[src/rtl/mbx_pkg.sv]
// Package mbx_pkg
// Shared constants and the register-select type for the mailbox slave.
// Assumes the host address space decodes at full bus width.
package mbx_pkg;

    localparam int unsigned ADR_CMD  = 0;
    localparam int unsigned ADR_CTRL = 1;
    localparam int unsigned ADR_VEC  = 2;
    localparam int unsigned ADR_STAT = 3;

    localparam int unsigned CTRL_MASK_BIT = 0;
    localparam int unsigned STAT_BUSY_BIT = 0;

    // Index of each strobe in the synchroniser bank
    localparam int unsigned STB_ALE  = 0;
    localparam int unsigned STB_RD   = 1;
    localparam int unsigned STB_WR   = 2;
    localparam int unsigned STB_IACK = 3;
    localparam int unsigned STB_NUM  = 4;

    typedef enum logic [2:0] {
        SEL_CMD,
        SEL_CTRL,
        SEL_VEC,
        SEL_STAT,
        SEL_NONE
    } reg_sel_e;

endpackage

[src/rtl/mbx_sync.sv]
// Module mbx_sync
// Brings one asynchronous strobe into the clock domain through STAGES
// flops and gives single-cycle pulses on its falling and rising edges.
// Assumes STAGES >= 2. RST_VAL is the idle level of the strobe.
module mbx_sync #(
    parameter int unsigned STAGES  = 2,
    parameter logic        RST_VAL = 1'b1
) (
    input  logic clk,
    input  logic rst_n,
    input  logic d_i,
    output logic q_o,
    output logic fell_o,
    output logic rose_o
);

    logic [STAGES-1:0] sh_q;
    logic              prev_q;

    // Shift the raw strobe through the chain and keep one delayed copy
    always_ff @(posedge clk) begin
        if (!rst_n) begin
            sh_q   <= {STAGES{RST_VAL}};
            prev_q <= RST_VAL;
        end else begin
            sh_q   <= {sh_q[STAGES-2:0], d_i};
            prev_q <= sh_q[STAGES-1];
        end
    end

    // Level and edge outputs
    always_comb begin
        q_o    = sh_q[STAGES-1];
        fell_o = prev_q & ~sh_q[STAGES-1];
        rose_o = ~prev_q & sh_q[STAGES-1];
    end

endmodule

[src/rtl/mbx_busif.sv]
// Module mbx_busif
// Host bus sequencer. It latches the address when the address strobe falls,
// qualifies read and write cycles against the address phase, snapshots the
// read data, and steers either that snapshot or the vector onto the bus.
// Assumes strobes arrive already synchronised. ad_i is stable whenever a
// synchronised strobe edge is used.
module mbx_busif
    import mbx_pkg::*;
#(
    parameter int unsigned DATA_W = 8
) (
    input  logic              clk,
    input  logic              rst_n,
    input  logic              ale_s,
    input  logic              ale_fell,
    input  logic              rd_n_s,
    input  logic              rd_fell,
    input  logic              wr_fell,
    input  logic              iack_n_s,
    input  logic [DATA_W-1:0] ad_i,
    input  logic [DATA_W-1:0] rd_value,
    input  logic [DATA_W-1:0] vec,
    output reg_sel_e          sel,
    output logic              rd_start,
    output logic              wr_start,
    output logic              iack_act,
    output logic [DATA_W-1:0] ad_o,
    output logic              ad_oe_o
);

    logic [DATA_W-1:0] addr_q;
    logic [DATA_W-1:0] snap_q;
    logic              rd_act_q;

    // Capture the address at the end of the address phase
    always_ff @(posedge clk) begin
        if (!rst_n) addr_q <= '0;
        else if (ale_fell) addr_q <= ad_i;
    end

    // Decode the latched address into a register select
    always_comb begin
        if (addr_q == DATA_W'(ADR_CMD))       sel = SEL_CMD;
        else if (addr_q == DATA_W'(ADR_CTRL)) sel = SEL_CTRL;
        else if (addr_q == DATA_W'(ADR_VEC))  sel = SEL_VEC;
        else if (addr_q == DATA_W'(ADR_STAT)) sel = SEL_STAT;
        else                                  sel = SEL_NONE;
    end

    // Accept data strobes only after the address strobe is low
    always_comb begin
        rd_start = rd_fell & ~ale_s;
        wr_start = wr_fell & ~ale_s;
        iack_act = ~iack_n_s;
    end

    // Track the read cycle and hold the data picked at its start
    always_ff @(posedge clk) begin
        if (!rst_n) begin
            rd_act_q <= 1'b0;
            snap_q   <= '0;
        end else begin
            if (rd_start) begin
                rd_act_q <= 1'b1;
                snap_q   <= rd_value;
            end else if (rd_n_s) begin
                rd_act_q <= 1'b0;
            end
        end
    end

    // Bus output mux: the acknowledge vector wins over read data
    always_comb begin
        ad_oe_o = rd_act_q | iack_act;
        if (iack_act)      ad_o = vec;
        else if (rd_act_q) ad_o = snap_q;
        else               ad_o = '0;
    end

endmodule

[src/rtl/mbx_regs.sv]
// Module mbx_regs
// Register file of the mailbox: command byte, control, vector and busy flag.
// Assumes the write and clear strobes are single-cycle pulses. When a set
// and a clear of the busy flag coincide, the set wins.
module mbx_regs
    import mbx_pkg::*;
#(
    parameter int unsigned DATA_W = 8
) (
    input  logic              clk,
    input  logic              rst_n,
    input  logic              dsp_wr,
    input  logic [DATA_W-1:0] dsp_cmd,
    input  reg_sel_e          sel,
    input  logic              busy_clr,
    input  logic              wr_start,
    input  logic [DATA_W-1:0] wr_data,
    output logic [DATA_W-1:0] rd_value,
    output logic              busy,
    output logic              mask,
    output logic [DATA_W-1:0] vec
);

    logic [DATA_W-1:0] cmd_q;
    logic [DATA_W-1:0] ctrl_q;
    logic [DATA_W-1:0] vec_q;
    logic              busy_q;

    // Mailbox command byte and its busy flag
    always_ff @(posedge clk) begin
        if (!rst_n) begin
            cmd_q  <= '0;
            busy_q <= 1'b0;
        end else begin
            if (dsp_wr) begin
                cmd_q  <= dsp_cmd;
                busy_q <= 1'b1;
            end else if (busy_clr) begin
                busy_q <= 1'b0;
            end
        end
    end

    // Host-writable control and vector registers
    always_ff @(posedge clk) begin
        if (!rst_n) begin
            ctrl_q <= '0;
            vec_q  <= '0;
        end else if (wr_start) begin
            if (sel == SEL_CTRL) ctrl_q <= wr_data;
            if (sel == SEL_VEC)  vec_q  <= wr_data;
        end
    end

    // Read mux over the register map
    always_comb begin
        rd_value = '0;
        case (sel)
            SEL_CMD:  rd_value = cmd_q;
            SEL_CTRL: rd_value = ctrl_q;
            SEL_VEC:  rd_value = vec_q;
            SEL_STAT: rd_value[STAT_BUSY_BIT] = busy_q;
            default:  rd_value = '0;
        endcase
    end

    // Expose state to the interrupt logic and the bus mux
    always_comb begin
        busy = busy_q;
        mask = ctrl_q[CTRL_MASK_BIT];
        vec  = vec_q;
    end

endmodule

[src/rtl/mbx_irq_slave.sv]
// Module mbx_irq_slave
// Top of the mailbox interrupt slave. It synchronises the host strobes,
// runs the bus sequencer and the register file, and forms the maskable
// interrupt straight from the busy flag.
// Assumes dsp_wr_i and dsp_cmd_i are synchronous to clk.
module mbx_irq_slave
    import mbx_pkg::*;
#(
    parameter int unsigned DATA_W      = 8,
    parameter int unsigned SYNC_STAGES = 2
) (
    input  logic              clk,
    input  logic              rst_n,
    input  logic              ale_i,
    input  logic              rdcs_n_i,
    input  logic              wrcs_n_i,
    input  logic              iack_n_i,
    input  logic [DATA_W-1:0] ad_i,
    output logic [DATA_W-1:0] ad_o,
    output logic              ad_oe_o,
    input  logic              dsp_wr_i,
    input  logic [DATA_W-1:0] dsp_cmd_i,
    output logic              irq_o
);

    localparam logic [STB_NUM-1:0] STB_IDLE = 4'b1110;

    logic [STB_NUM-1:0] stb_raw;
    logic [STB_NUM-1:0] stb_q;
    logic [STB_NUM-1:0] stb_fell;
    logic [STB_NUM-1:0] stb_rose;

    reg_sel_e          sel;
    logic              rd_start;
    logic              wr_start;
    logic              iack_act;
    logic              mbox_rd_clr;
    logic [DATA_W-1:0] rd_value;
    logic              busy;
    logic              mask;
    logic [DATA_W-1:0] vec_q;

    // Gather the strobes into one bank
    always_comb begin
        stb_raw           = '0;
        stb_raw[STB_ALE]  = ale_i;
        stb_raw[STB_RD]   = rdcs_n_i;
        stb_raw[STB_WR]   = wrcs_n_i;
        stb_raw[STB_IACK] = iack_n_i;
    end

    // One synchroniser per strobe, reset to its idle level
    generate
        for (genvar g = 0; g < STB_NUM; g++) begin : g_sync
            mbx_sync #(
                .STAGES  (SYNC_STAGES),
                .RST_VAL (STB_IDLE[g])
            ) u_sync (
                .clk    (clk),
                .rst_n  (rst_n),
                .d_i    (stb_raw[g]),
                .q_o    (stb_q[g]),
                .fell_o (stb_fell[g]),
                .rose_o (stb_rose[g])
            );
        end
    endgenerate

    mbx_busif #(.DATA_W(DATA_W)) u_busif (
        .clk      (clk),
        .rst_n    (rst_n),
        .ale_s    (stb_q[STB_ALE]),
        .ale_fell (stb_fell[STB_ALE]),
        .rd_n_s   (stb_q[STB_RD]),
        .rd_fell  (stb_fell[STB_RD]),
        .wr_fell  (stb_fell[STB_WR]),
        .iack_n_s (stb_q[STB_IACK]),
        .ad_i     (ad_i),
        .rd_value (rd_value),
        .vec      (vec_q),
        .sel      (sel),
        .rd_start (rd_start),
        .wr_start (wr_start),
        .iack_act (iack_act),
        .ad_o     (ad_o),
        .ad_oe_o  (ad_oe_o)
    );

    // A recognised read of the mailbox consumes the command
    always_comb mbox_rd_clr = rd_start & (sel == SEL_CMD);

    mbx_regs #(.DATA_W(DATA_W)) u_regs (
        .clk      (clk),
        .rst_n    (rst_n),
        .dsp_wr   (dsp_wr_i),
        .dsp_cmd  (dsp_cmd_i),
        .sel      (sel),
        .busy_clr (mbox_rd_clr),
        .wr_start (wr_start),
        .wr_data  (ad_i),
        .rd_value (rd_value),
        .busy     (busy),
        .mask     (mask),
        .vec      (vec_q)
    );

    // Interrupt comes straight from the busy flag, gated by the mask
    always_comb irq_o = busy & ~mask;

endmodule

[config.mk]
export PLATFORM = sky130hd
export DESIGN_NAME = mbx_irq_slave
export DESIGN_NICKNAME = d
export VERILOG_FILES = /design/src/rtl/mbx_pkg.sv /design/src/rtl/mbx_sync.sv /design/src/rtl/mbx_busif.sv /design/src/rtl/mbx_regs.sv /design/src/rtl/mbx_irq_slave.sv
export SDC_FILE = /design/constraint.sdc
export NUM_CORES = 1
export LEC_CHECK = 0
export BUFFER_PORTS_ARGS = -buffer_cell sky130_fd_sc_hd__buf_2
export CORE_MARGIN = 2
export CORE_UTILIZATION = 50
export CTS_CLUSTER_DIAMETER = 50
export CTS_CLUSTER_SIZE = 10
export DETAILED_ROUTE_END_ITERATION = 6
export MAX_ROUTING_LAYER = met4
export PLACE_DENSITY_LB_ADDON = 0.2
export SLEW_MARGIN = 30
export SYNTH_ARGS = -nofsm -noshare
export SYNTH_HDL_FRONTEND = slang
export SYNTH_SLANG_ARGS = --single-unit
[constraint.sdc]
create_clock -name clk -period 1.4 [get_ports clk]
set_input_delay 0.28 -clock clk [delete_from_list [all_inputs] [get_ports clk]]
set_output_delay 0.28 -clock clk [all_outputs]
set_load 0.1 [all_outputs]
After elaboration in Yosys (flattened, before gate mapping)

Cells that the tools add are included.

Register bits after elaboration: 53
Input port bits: 23
Output and inout port bits: 10
Logic and storage cells: 51

Equality and inequality tests: 6
Multiplexer cells: 12
Bitwise logic cells: 13
Reduce and logical (&&, ||, !) cells: 6

Operators by type and width:

| kind               | count |
|---|---|
| $pmux 7 s3         | 1 |
| $eq 8x2->1 const B | 2 |
| $mux 8             | 2 |
| $mux 3             | 4 |
| $eq 8x1->1 const B | 1 |
| $logic_not 8->1    | 1 |
| $and 1x1->1        | 7 |
| $eq 3x2->1 const B | 2 |
| $not 1->1          | 5 |
| $mux 1             | 4 |
| $pmux 1 s4         | 1 |
| $reduce_and 2->1   | 2 |
| $reduce_bool 2->1  | 2 |
| $eq 3x1->1 const B | 1 |
| $logic_not 3->1    | 1 |
| $or 1x1->1         | 1 |

Logic depth before layout (Yosys ltp)

Gate-level depths: netlist (run 1).

Word-level depth: 9
Depth in mapped cells: 6
Gate-level depth less buffers: 4

Cells and area by module

Synthesis (run 1) repeated with hierarchy kept, for this count alone.

Cells, all modules: 252
Area, all modules: 2,404.8 µm²

By module, submodules not included:

| module        | times used | cells an instance | area each (µm²) |
|---|---|---|---|
| mbx_regs      | 1          | 119               | 1,193.6 |
| mbx_busif     | 1          | 99                | 824.5 |
| mbx_sync      | 4          | 8                 | 91.3 |
| mbx_irq_slave | 1          | 2                 | 21.3 |

Least setup slack after synthesis (run 1)

Ideal clock, no wire load.

Path kind: flip-flop to output port
Start: reg g_sync[3].u_sync.sh_q[1]
End: out ad_o[0]
Arrival: 2.739 ns
Data required time: 1.120 ns
Path slack: -1.619 ns
Cell stages (with the launch flop): 4
Path buffers: 2
Path through: dfxtp_1 -> clkbuf_1 -> clkbuf_1 -> o21ai_0

Word-level cells in the longest chain between the ends: 1

RTL lines:

| item                   | RTL line            | text |
|---|---|---|
| start, declared        | mbx_sync.sv:17      | `logic [STAGES-1:0] sh_q;` |
| start signal, assigned | mbx_sync.sv:23      | `sh_q <= {STAGES{RST_VAL}};` |
| start signal, assigned | mbx_sync.sv:26      | `sh_q <= {sh_q[STAGES-2:0], d_i};` |
| $mux 8                 | mbx_busif.sv:75     | `if (iack_act) ad_o = vec;` |
| end, declared          | mbx_irq_slave.sv:19 | `output logic [DATA_W-1:0] ad_o,` |

No other way between the ends.

Worst setup path after layout (run 1)

Start: reg g_sync[3].u_sync.sh_q[1]
End: out ad_o[2]

Same word-level chain as after synthesis.

==> results of run 1 <==
-- worst max-delay path, cell delays in order (launching register included) --
cell	delay, ns
dfxtp_2	0.34
buf_12	0.15
buf_4	0.14
o21ai_4	0.13
buf_12	0.19
-- Yosys cell counts, types with 4 or more instances --
cell type / instances
a222oi_1: 6
nor2b_1: 34
clkbuf_1: 7
nor2_1: 4
mux2i_1: 33
dfxtp_1: 53
nand3_1: 8
inv_1: 9
nand2_1: 7
nand2b_1: 10
o21ai_0: 14
-- through the flow --
| step | cells | util | setup WS, ns | hold slack (ns) |
|---|---|---|---|---|
| 5_1_grt | 307 | 0.6687 | -0.1808 | 0.1539 |
| 3_5_place_dp | 294 | 0.6317 | -0.07913 | 0.3955 |
| 3_3_place_gp | 294 | 0.6317 | -0.08254 | 0.3878 |
| 4_1_cts | 307 | 0.6626 | -0.1428 | 0.1457 |
| 6_report | 307 | 0.6687 | -0.1400 | 0.1445 |
| 2_1_floorplan | 212 | - | -0.05609 | 0.3815 |
-- cell type report --
class	instances	area, sq um
Clock buffer	6	72.57
Clock inverter	2	10.01
Fill cell	351	1423
Inverter	9	33.78
Multi-Input combinational cell	138	1162
Sequential cell	53	1081
Tap cell	52	65.06
Timing Repair Buffer	47	446.7
-- registers in the layout, indices dropped and copies added, names as in the netlist --
name,count
g_sync.u_sync.sh_q,8
u_busif.addr_q,8
u_busif.snap_q,8
u_regs.cmd_q,8
u_regs.ctrl_q,8
u_regs.vec,8
g_sync.u_sync.prev_q,3
u_busif.rd_act_q,1
u_regs.busy,1
-- path summary, 6_finish.rpt --
kind,endpoint,slack (ns),cells after the start
max,ad_o[2],-0.14,4
min,g_sync[3].u_sync.sh_q[0],0.14,2
max reg2reg,u_regs.ctrl_q[6],0.01,5
min reg2reg,g_sync[2].u_sync.sh_q[1],0.41,1
-- power groups by stage --
stage	Clock, uW	Sequential, uW	Combinational, uW
final	817	1560	277
after floorplan	0	1600	189
after global routing	905	1570	301
after global placement	0	1610	260
after CTS	838	1570	273
after detailed placement	0	1610	263
-- cell usage in the layout (no fill, tap or decap), types with 3 or more instances in the layout --
master,Yosys,layout
nor2_1,4,4
o21ai_4,0,8
a222oi_1,6,6
dfxtp_2,0,4
mux2i_1,33,33
and2_1,3,3
nand2_1,7,7
buf_2,1,22
buf_4,0,11
nand2b_1,10,9
nor2b_1,34,33
clkbuf_8,0,5
o21ai_1,1,5
dfxtp_4,0,4
dfxtp_1,53,45
buf_12,1,11
nand3_1,8,7
buf_6,0,3
inv_1,9,9
-- repair_timing --
action                     in CTS  in global routing
pin swaps                       2                  2
setup buffers                   5                  0
hold buffers                    0                  0
setup endpoints to repair      15                 32
resized for setup               6                 14
-- layer usage --
metal,vias to the layer above,part of all wire
met1,744,0.49
met3,6,0.040
met4,0,0.013
met5,-,0
li1,809,-
met2,32,0.46
-- cells by family (layout without fill, tap and decap cells) --
kind of cell           Yosys count  count (layout)  share of synthesized area
AND/OR/NAND/NOR                 77              77                     0.2322
flip-flops                      53              53                     0.4802
multiplexers                    34              34                     0.1614
AO/OA/AOI/OAI                   27              27                    0.07928
buffers and inverters           21              64                    0.04700
==> impl_metrics.tcl, run 1 <==
set metrics [dict create \
    run_status "finished, violations left" \
    violations "setup timing" \
    grt_antenna_before_repair 0 \
    cp_data_required_time_ns 1.12 \
    worst_slack_setup_final_ns -0.1400 \
    start_kind "flip-flop" \
    combPwrFrac 0.104 \
    coreArea_sq_um 4294 \
    tightest_slew_ns 0.4417 \
    drt_first_pass_iters 4 \
    startpoint "g_sync[3].u_sync.sh_q[1]" \
    cts_made_buffers 5 \
    global_route.overflow_total 0 \
    cts-htree-levels 2 \
    cts_num_sinks 53 \
    vias_in_the_first_global_route 1556 \
    met2_global_route_usage 0.3050 \
    grt_start_max_net_pins 43 \
    tns_ns -0.9379 \
    busiest_layer "met2" \
    gr_met1_demand_resource 0.2518 \
    clockBufferDepth 2 \
    grt_setup_unrepaired "yes" \
    clock_tree_from_tritoncts "built" \
    synth_warnings 0 \
    cap_violations 0 \
    dieWidth_um 70.48 \
    worst-path-max-fanout 17 \
    synth_top_cell_by_area "dfxtp_1" \
    dr.first_iter.drc_count 73 \
    syn_avg_cell_area_sq_um 10.42 \
    worst_hold_path_type "in2reg" \
    hold_viol_final 0 \
    finalMaxSlewViolations 0 \
    cellPowerDensity_nw_per_um2 925.8 \
    timing_worst_setup_path_type "reg2out" \
    timing.rr.start "u_busif.addr_q[4]" \
    slew_headroom 0.7055 \
    hpwlAfterDp_um 3062 \
    fin_area_sq_um 2872 \
    finalWorstPathRequiredPeriod_ns 1.540 \
    fp.dieArea_sq_um 4967 \
    power_leakage_uw 0.001154 \
    grt.total_usage 0.1938 \
    yosysTopAreaCellShare 0.4802 \
    post_route_clock_period_utilization 1.100 \
    synth_edf_count 0 \
    cts_root_buffer "clkbuf_8" \
    clk_pin_slew_ns 0.09 \
    post-layout-total-power_uw 2658 \
    area_growth_pct 29.95 \
    pwr-share-seq 0.589 \
    drtAntennaViolNets 0 \
    viasPerCell 5.182 \
    post_synth_instance_area_sq_um 2210 \
    floorplan.io_pins 33 \
    top_cells_by_area_in_the_synthesized_netlist "dfxtp_1 (48%), mux2i_1 (15%), nor2b_1 (9.6%)" \
    p_switching_uw 636.3 \
    min_from "iack_n_i" \
    placedInstanceArea_sq_um 2713 \
    critPathCaptureType "output port" \
    die_height_um 70.48 \
    synth_sequential_area_ratio 0.4802 \
    detailroute.via_count 1591 \
    routed_wire_length_per_instance_um 13.78 \
    global_route.usage.met3 0.03896 \
    clock_insertion_delay_worst_skew_ns 0.31 \
    worst_ir_drop_vdd_mv 0.6216 \
    setup_viol 8 \
    netSwitchingFraction 0.2393 \
    start_util 0.5146 \
    critical_path_arrival_ns 1.26 \
    postSynthNetCount 235 \
    num_antenna_cells 0 \
    power.internal_uw 2022 \
    gpl.final_weighted_congestion 0.8032 \
    buffer_ports.inserted 32 \
    std_cell_rows 24 \
    max_clock_freq_ghz 0.6493 \
    synthesis.instances 212 \
    remaining_drc_errors 0 \
    finalNetCount 277 \
    asyncSetResetFlopFracSynth 0 \
    grt_first_pass_wirelength_um 7355 \
    drive_gt1_frac 0.3098 \
    ys.flop_type "dfxtp_1" \
    postSynthRegisterBits 53 \
    wirelength_um 4229 \
    p_clk_frac 0.307 \
    finalClockSkew_ns 0.006610 \
    yosysUniqueCellTypes 29 \
]
No activity file was read; power rests on OpenSTA's default activity.
==> run 2: changes to the inputs <==
--- a/config.mk
+++ b/config.mk
@@ -6,8 +6,9 @@
 export NUM_CORES = 1
 export LEC_CHECK = 0
 export BUFFER_PORTS_ARGS = -buffer_cell sky130_fd_sc_hd__buf_2
-export CORE_MARGIN = 2
+export CORE_MARGIN = 3
 export CORE_UTILIZATION = 50
+export CTS_BUF_LIST = sky130_fd_sc_hd__clkbuf_8 sky130_fd_sc_hd__clkbuf_16
 export CTS_CLUSTER_DIAMETER = 50
 export CTS_CLUSTER_SIZE = 10
 export DETAILED_ROUTE_END_ITERATION = 6
==> run 2 against run 1 <==
Against the previous run:
- the run still ends with setup timing left
- sequential power hardly changed
- clock-buffer cell count is 1 lower
- wire length is 6.6% higher
- cell area is 0.52% lower
- critical path type unchanged
- largest cell class unchanged
==> impl_metrics.tcl, run 2 (same netlist as run 1, synthesis figures left out) <==
set metrics [dict create \
    cts_root_buffer "clkbuf_8" \
    cpMaxStageDelayCell "dfxtp_4" \
    start_util 0.5332 \
    drive_gt1_frac 0.3164 \
    clock_insertion_delay_worst_skew_ns 0.31 \
    netSwitchingFraction 0.2451 \
    violations "setup timing" \
    hold_viol_final 0 \
    fp.dieArea_sq_um 5253 \
    clock_tree_from_tritoncts "built" \
    tns_ns -0.7578 \
    power_leakage_uw 0.001156 \
    drtAntennaViolNets 0 \
    worst_slack_setup_final_ns -0.09496 \
    worst_ir_drop_vdd_mv 0.7251 \
    num_antenna_cells 0 \
    layout_commonest_cell "dfxtp_1" \
    post_route_clock_period_utilization 1.068 \
    fin_worst_hold_slack_ns 0.1444 \
    wirelength_um 4510 \
    timing_worst_setup_path_type "reg2out" \
    run_status "finished, violations left" \
    clockBufferDepth 2 \
    vias_in_the_first_global_route 1544 \
    fin_area_sq_um 2856 \
    grt_first_pass_wirelength_um 7500 \
    final_cells 306 \
    grt_setup_unrepaired "yes" \
    global_route.overflow_total 0 \
    finalNetCount 278 \
    std_cell_rows 23 \
    worstPathCellList "buf_4, o21ai_4, buf_12" \
    combPwrFrac 0.102 \
    gpl.final_weighted_congestion 0.7600 \
    cap_violations 0 \
    grt_antenna_before_repair 0 \
    hpwlAfterDp_um 3341 \
    slew_headroom 0.7346 \
    cts_made_buffers 5 \
    setup_viol 10 \
    clk_pin_slew_ns 0.09 \
    cts-htree-levels 2 \
    routed_wire_length_per_instance_um 14.74 \
    area_growth_pct 29.28 \
    max_clock_freq_ghz 0.6689 \
    critical_path.max_stage_delay_ns 0.41 \
    critical_path_arrival_ns 1.21 \
    worst-path-max-fanout 13 \
    layout.cells.most_common_list "dfxtp_1 (43), mux2i_1 (33), nor2b_1 (33)" \
    finalMaxSlewViolations 0 \
    floorplan.io_pins 33 \
    remaining_drc_errors 0 \
    p_switching_uw 653.0 \
    dieWidth_um 72.48 \
    finalWorstPathRequiredPeriod_ns 1.495 \
    cts_num_sinks 53 \
    power.internal_uw 2011 \
    buffer_ports.inserted 32 \
    critPathCaptureType "output port" \
    finalClockSkew_ns 0.003206 \
    cts-hold-fix-buffers 0 \
    start_kind "flip-flop" \
    die_height_um 72.48 \
    cellPowerDensity_nw_per_um2 932.7 \
    dr.first_iter.drc_count 95 \
    pwr-share-seq 0.589 \
    drt_first_pass_iters 4 \
    number_of_placed_instances_with_taps_included 297 \
    placedInstanceArea_sq_um 2735 \
    tightest_slew_ns 0.3981 \
    detailroute.via_count 1613 \
    grt_start_max_net_pins 38 \
    coreArea_sq_um 4144 \
    worst_hold_path_type "in2reg" \
    grt.total_usage 0.1918 \
    viasPerCell 5.271 \
    cp_data_required_time_ns 1.12 \
    p_clk_frac 0.309 \
]
run 2: changes by cell type in the layout (fill, tap and decap cells not counted), sizes merged:
cell | previous run | this run
clkbuf | 6 | 5
inv | 9 | 10
buf | 47 | 48
run 2: cell type report:
type                       instances  area [sq um]
multi-input combinational        138          1157
clock inverter                     3         13.76
inverter                           9         33.78
sequential                        53          1086
clock buffer                       5         68.82
timing repair buffer              48         434.2
fill                             334          1287
tap                               50         62.56
run 2: path summary, 6_finish.rpt:
path / from / endpoint / slack (ns) / cells past startpoint
min: wrcs_n_i / g_sync[2].u_sync.sh_q[0] / 0.14 / 2
max: g_sync[3].u_sync.sh_q[1] / ad_o[3] / -0.09 / 3
max reg2reg: u_busif.addr_q[7] / u_regs.vec[1] / -0.03 / 5
min reg2reg: g_sync[1].u_sync.sh_q[0] / g_sync[1].u_sync.sh_q[1] / 0.41 / 1
run 2: repair_timing:
action                     in CTS  in global routing
pin swaps                       2                  3
buffers inserted                0                  1
cloned                          0                  0
setup endpoints to repair      14                 33
resized for setup              13                  8
run 2: metal layers:
layer / track usage / vias up / wire (um)
met5: - / - / 0
met4: 0.06148 / 0 / 63
met3: 0.04571 / 6 / 225
met2: 0.2841 / 36 / 2088
met1: 0.2591 / 756 / 2134
li1: - / 815 / -
run 2: metrics by stage:
stage	power (uW)	setup slack, ns	util
global route	2763	-0.1474	0.6893
global placement	1871	-0.05844	0.6600
finish	2664	-0.09496	0.6893
floorplan	1785	-0.05609	-
detailed placement	1876	-0.09543	0.6600
CTS	2675	-0.1042	0.6836
run 2: power by group through the flow:
| stage | clock network [uW] | logic [uW] | registers (uW) |
|---|---|---|---|
| after floorplan | 0 | 189 | 1600 |
| after global placement | 0 | 262 | 1610 |
| after detailed placement | 0 | 265 | 1610 |
| after CTS | 833 | 268 | 1570 |
| after global routing | 894 | 293 | 1580 |
| final | 822 | 272 | 1570 |
run 2: critical path: cells and delay by family, from the launching register on:
family	cells	cell delay (ns)
flip-flops	1	0.41
AO/OA/AOI/OAI	1	0.14
buffers and inverters	2	0.36
==> run 3: changes to the inputs <==
--- a/config.mk
+++ b/config.mk
@@ -14,6 +14,7 @@
 export DETAILED_ROUTE_END_ITERATION = 6
 export MAX_ROUTING_LAYER = met4
 export PLACE_DENSITY_LB_ADDON = 0.2
+export REMOVE_ABC_BUFFERS = 1
 export SLEW_MARGIN = 30
 export SYNTH_ARGS = -nofsm -noshare
 export SYNTH_HDL_FRONTEND = slang
==> run 3 against run 2 <==
Against the previous run:
- the run still ends with setup timing left
- global-route usage up 2.5 points
- power up 2.4%
- sequential cell count unchanged
- clock skew up 0.0027 ns
- fmax down 1.7%
- register-to-register slack better by 0.03 ns
- cell area up 6.0%
- largest power group unchanged
==> impl_metrics.tcl, run 3 (same netlist as run 1, synthesis figures left out) <==
set metrics [dict create \
    worst-path-max-fanout 5 \
    worst_slack_setup_final_ns -0.1207 \
    finalWorstPathRequiredPeriod_ns 1.521 \
    area_growth_pct 36.98 \
    vias_in_the_first_global_route 1697 \
    grt_first_pass_wirelength_um 8411 \
    cts_made_buffers 5 \
    worstHoldPathCells 2 \
    num_antenna_cells 0 \
    grt_start_max_net_pins 27 \
    coreArea_sq_um 4144 \
    hpwlAfterDp_um 3192 \
    start_util 0.5332 \
    clock_insertion_delay_worst_skew_ns 0.30 \
    detailroute.via_count 1642 \
    clk_pin_slew_ns 0.09 \
    grt_antenna_before_repair 0 \
    remaining_drc_errors 0 \
    buffer_ports.inserted 32 \
    cts-hold-fix-buffers 0 \
    worst_ir_drop_vdd_mv 0.6735 \
    finalMaxSlewViolations 0 \
    cap_violations 0 \
    fillCellCount 299 \
    drt_first_pass_iters 5 \
    min_delay_worst_endpoint "g_sync[2].u_sync.sh_q[0]" \
    worst_hold_path_type "in2reg" \
    std_cell_rows 23 \
    clock_tree_from_tritoncts "built" \
    layout.cells.most_common_list "dfxtp_1 (43), mux2i_1 (33), nor2b_1 (33)" \
    die_height_um 72.48 \
    fin_area_sq_um 3027 \
    clockBufferDepth 2 \
    start_kind "flip-flop" \
    slew_headroom 0.7709 \
    tightest_slew_ns 0.3437 \
    finalNetCount 282 \
    r2r-end "u_busif.snap_q[2]" \
    cp_data_required_time_ns 1.12 \
    violations "setup timing" \
    post_cts_buffers 0 \
    max_clock_freq_ghz 0.6576 \
    hold_viol_final 0 \
    cts_root_buffer "clkbuf_8" \
    cts_num_sinks 53 \
    ff2ff_path_depth 6 \
    finalClockSkew_ns 0.005882 \
    timing.rr.start "u_busif.addr_q[4]" \
    cts-htree-levels 2 \
    drive_gt1_frac 0.3591 \
    grt.total_usage 0.2165 \
    post_place_setup_slack_ns -0.03882 \
    critical_path_arrival_ns 1.24 \
    global_route.overflow_total 0 \
    setup_viol 9 \
    dr.first_iter.drc_count 77 \
    wirelength_um 5085 \
    layout_commonest_cell "dfxtp_1" \
    viasPerCell 5.314 \
    reg2reg_setup_slack_ns 0 \
    gpl.final_weighted_congestion 0.8328 \
    placedInstanceArea_sq_um 2680 \
    routed_wire_length_per_instance_um 16.46 \
    cellPowerDensity_nw_per_um2 901.7 \
    floorplan.io_pins 33 \
    post_route_clock_period_utilization 1.086 \
    dieWidth_um 72.48 \
    run_status "finished, violations left" \
    final_cells 309 \
    number_of_placed_instances_with_taps_included 301 \
    critPathCaptureType "output port" \
    fp.dieArea_sq_um 5253 \
    min_from "wrcs_n_i" \
    post-layout-total-power_uw 2729 \
    grt_setup_unrepaired "yes" \
    power_leakage_uw 0.001206 \
    drtAntennaViolNets 0 \
    timing_worst_setup_path_type "reg2out" \
]
[run 3: how the worst max path moves through the flow]
| stage | from | cells after the start | end |
|---|---|---|---|
| final | g_sync[3].u_sync.sh_q[1] | 4 | ad_o[0] |
| after global routing | g_sync[3].u_sync.sh_q[1] | 4 | ad_o[3] |
| after CTS | g_sync[3].u_sync.sh_q[1] | 3 | ad_o[6] |
| after detailed placement | u_busif.addr_q[1] | 5 | u_regs.vec[6] |
| after global placement | u_busif.addr_q[1] | 5 | u_regs.vec[4] |
| after floorplan | g_sync[3].u_sync.sh_q[1] | 1 | ad_o[0] |
[run 3: worst max-delay path: stages, from the launching register on]
cell	delay (ns)
dfxtp_4	0.42
buf_12	0.15
nand3_2	0.09
o21ai_4	0.09
buf_12	0.19
[run 3: cell type report]
class | count | area [sq um] | share of cell area
clock buffers | 6 | 82.58 | 0.02728
clock inverters | 1 | 3.754 | 0.001240
inverters | 9 | 33.78 | 0.01116
multi-input cells | 138 | 1219 | 0.4026
flip-flops and latches | 53 | 1081 | 0.3572
well taps | 50 | 62.56 | 0.02067
repair buffers | 52 | 544.3 | 0.1798
[run 3: through the flow]
stage                     setup TNS [ns]  hold WS [ns]  utilization
after floorplan                   -12.75        0.3530            -
after global placement        -0.0003308        0.3883       0.6467
after detailed placement         -0.2315        0.3952       0.6467
after CTS                        -0.9544        0.1434       0.7153
after global routing              -1.663        0.1584       0.7304
final                            -0.9078        0.1500       0.7304
[run 3: routing by layer]
| metal | GRT usage | vias up | wire length (um) |
|---|---|---|---|
| li1 | - | 826 | - |
| met1 | 0.2675 | 767 | 2294 |
| met2 | 0.3448 | 44 | 2483 |
| met3 | 0.04709 | 5 | 244 |
| met4 | 0.08607 | 0 | 63 |
| met5 | - | - | 0 |
[run 3: where the power goes]
part / switching (uW) / internal (uW) / total (uW)
logic: 156 / 154 / 310
registers: 29.4 / 1540 / 1570
clock network: 463 / 386 / 849
[run 3: what timing repair did]
action                                  CTS  global route
pin swaps                                 6             3
gates resized for setup                  49            18
cloned                                    2             0
endpoints found under the setup margin   24            31
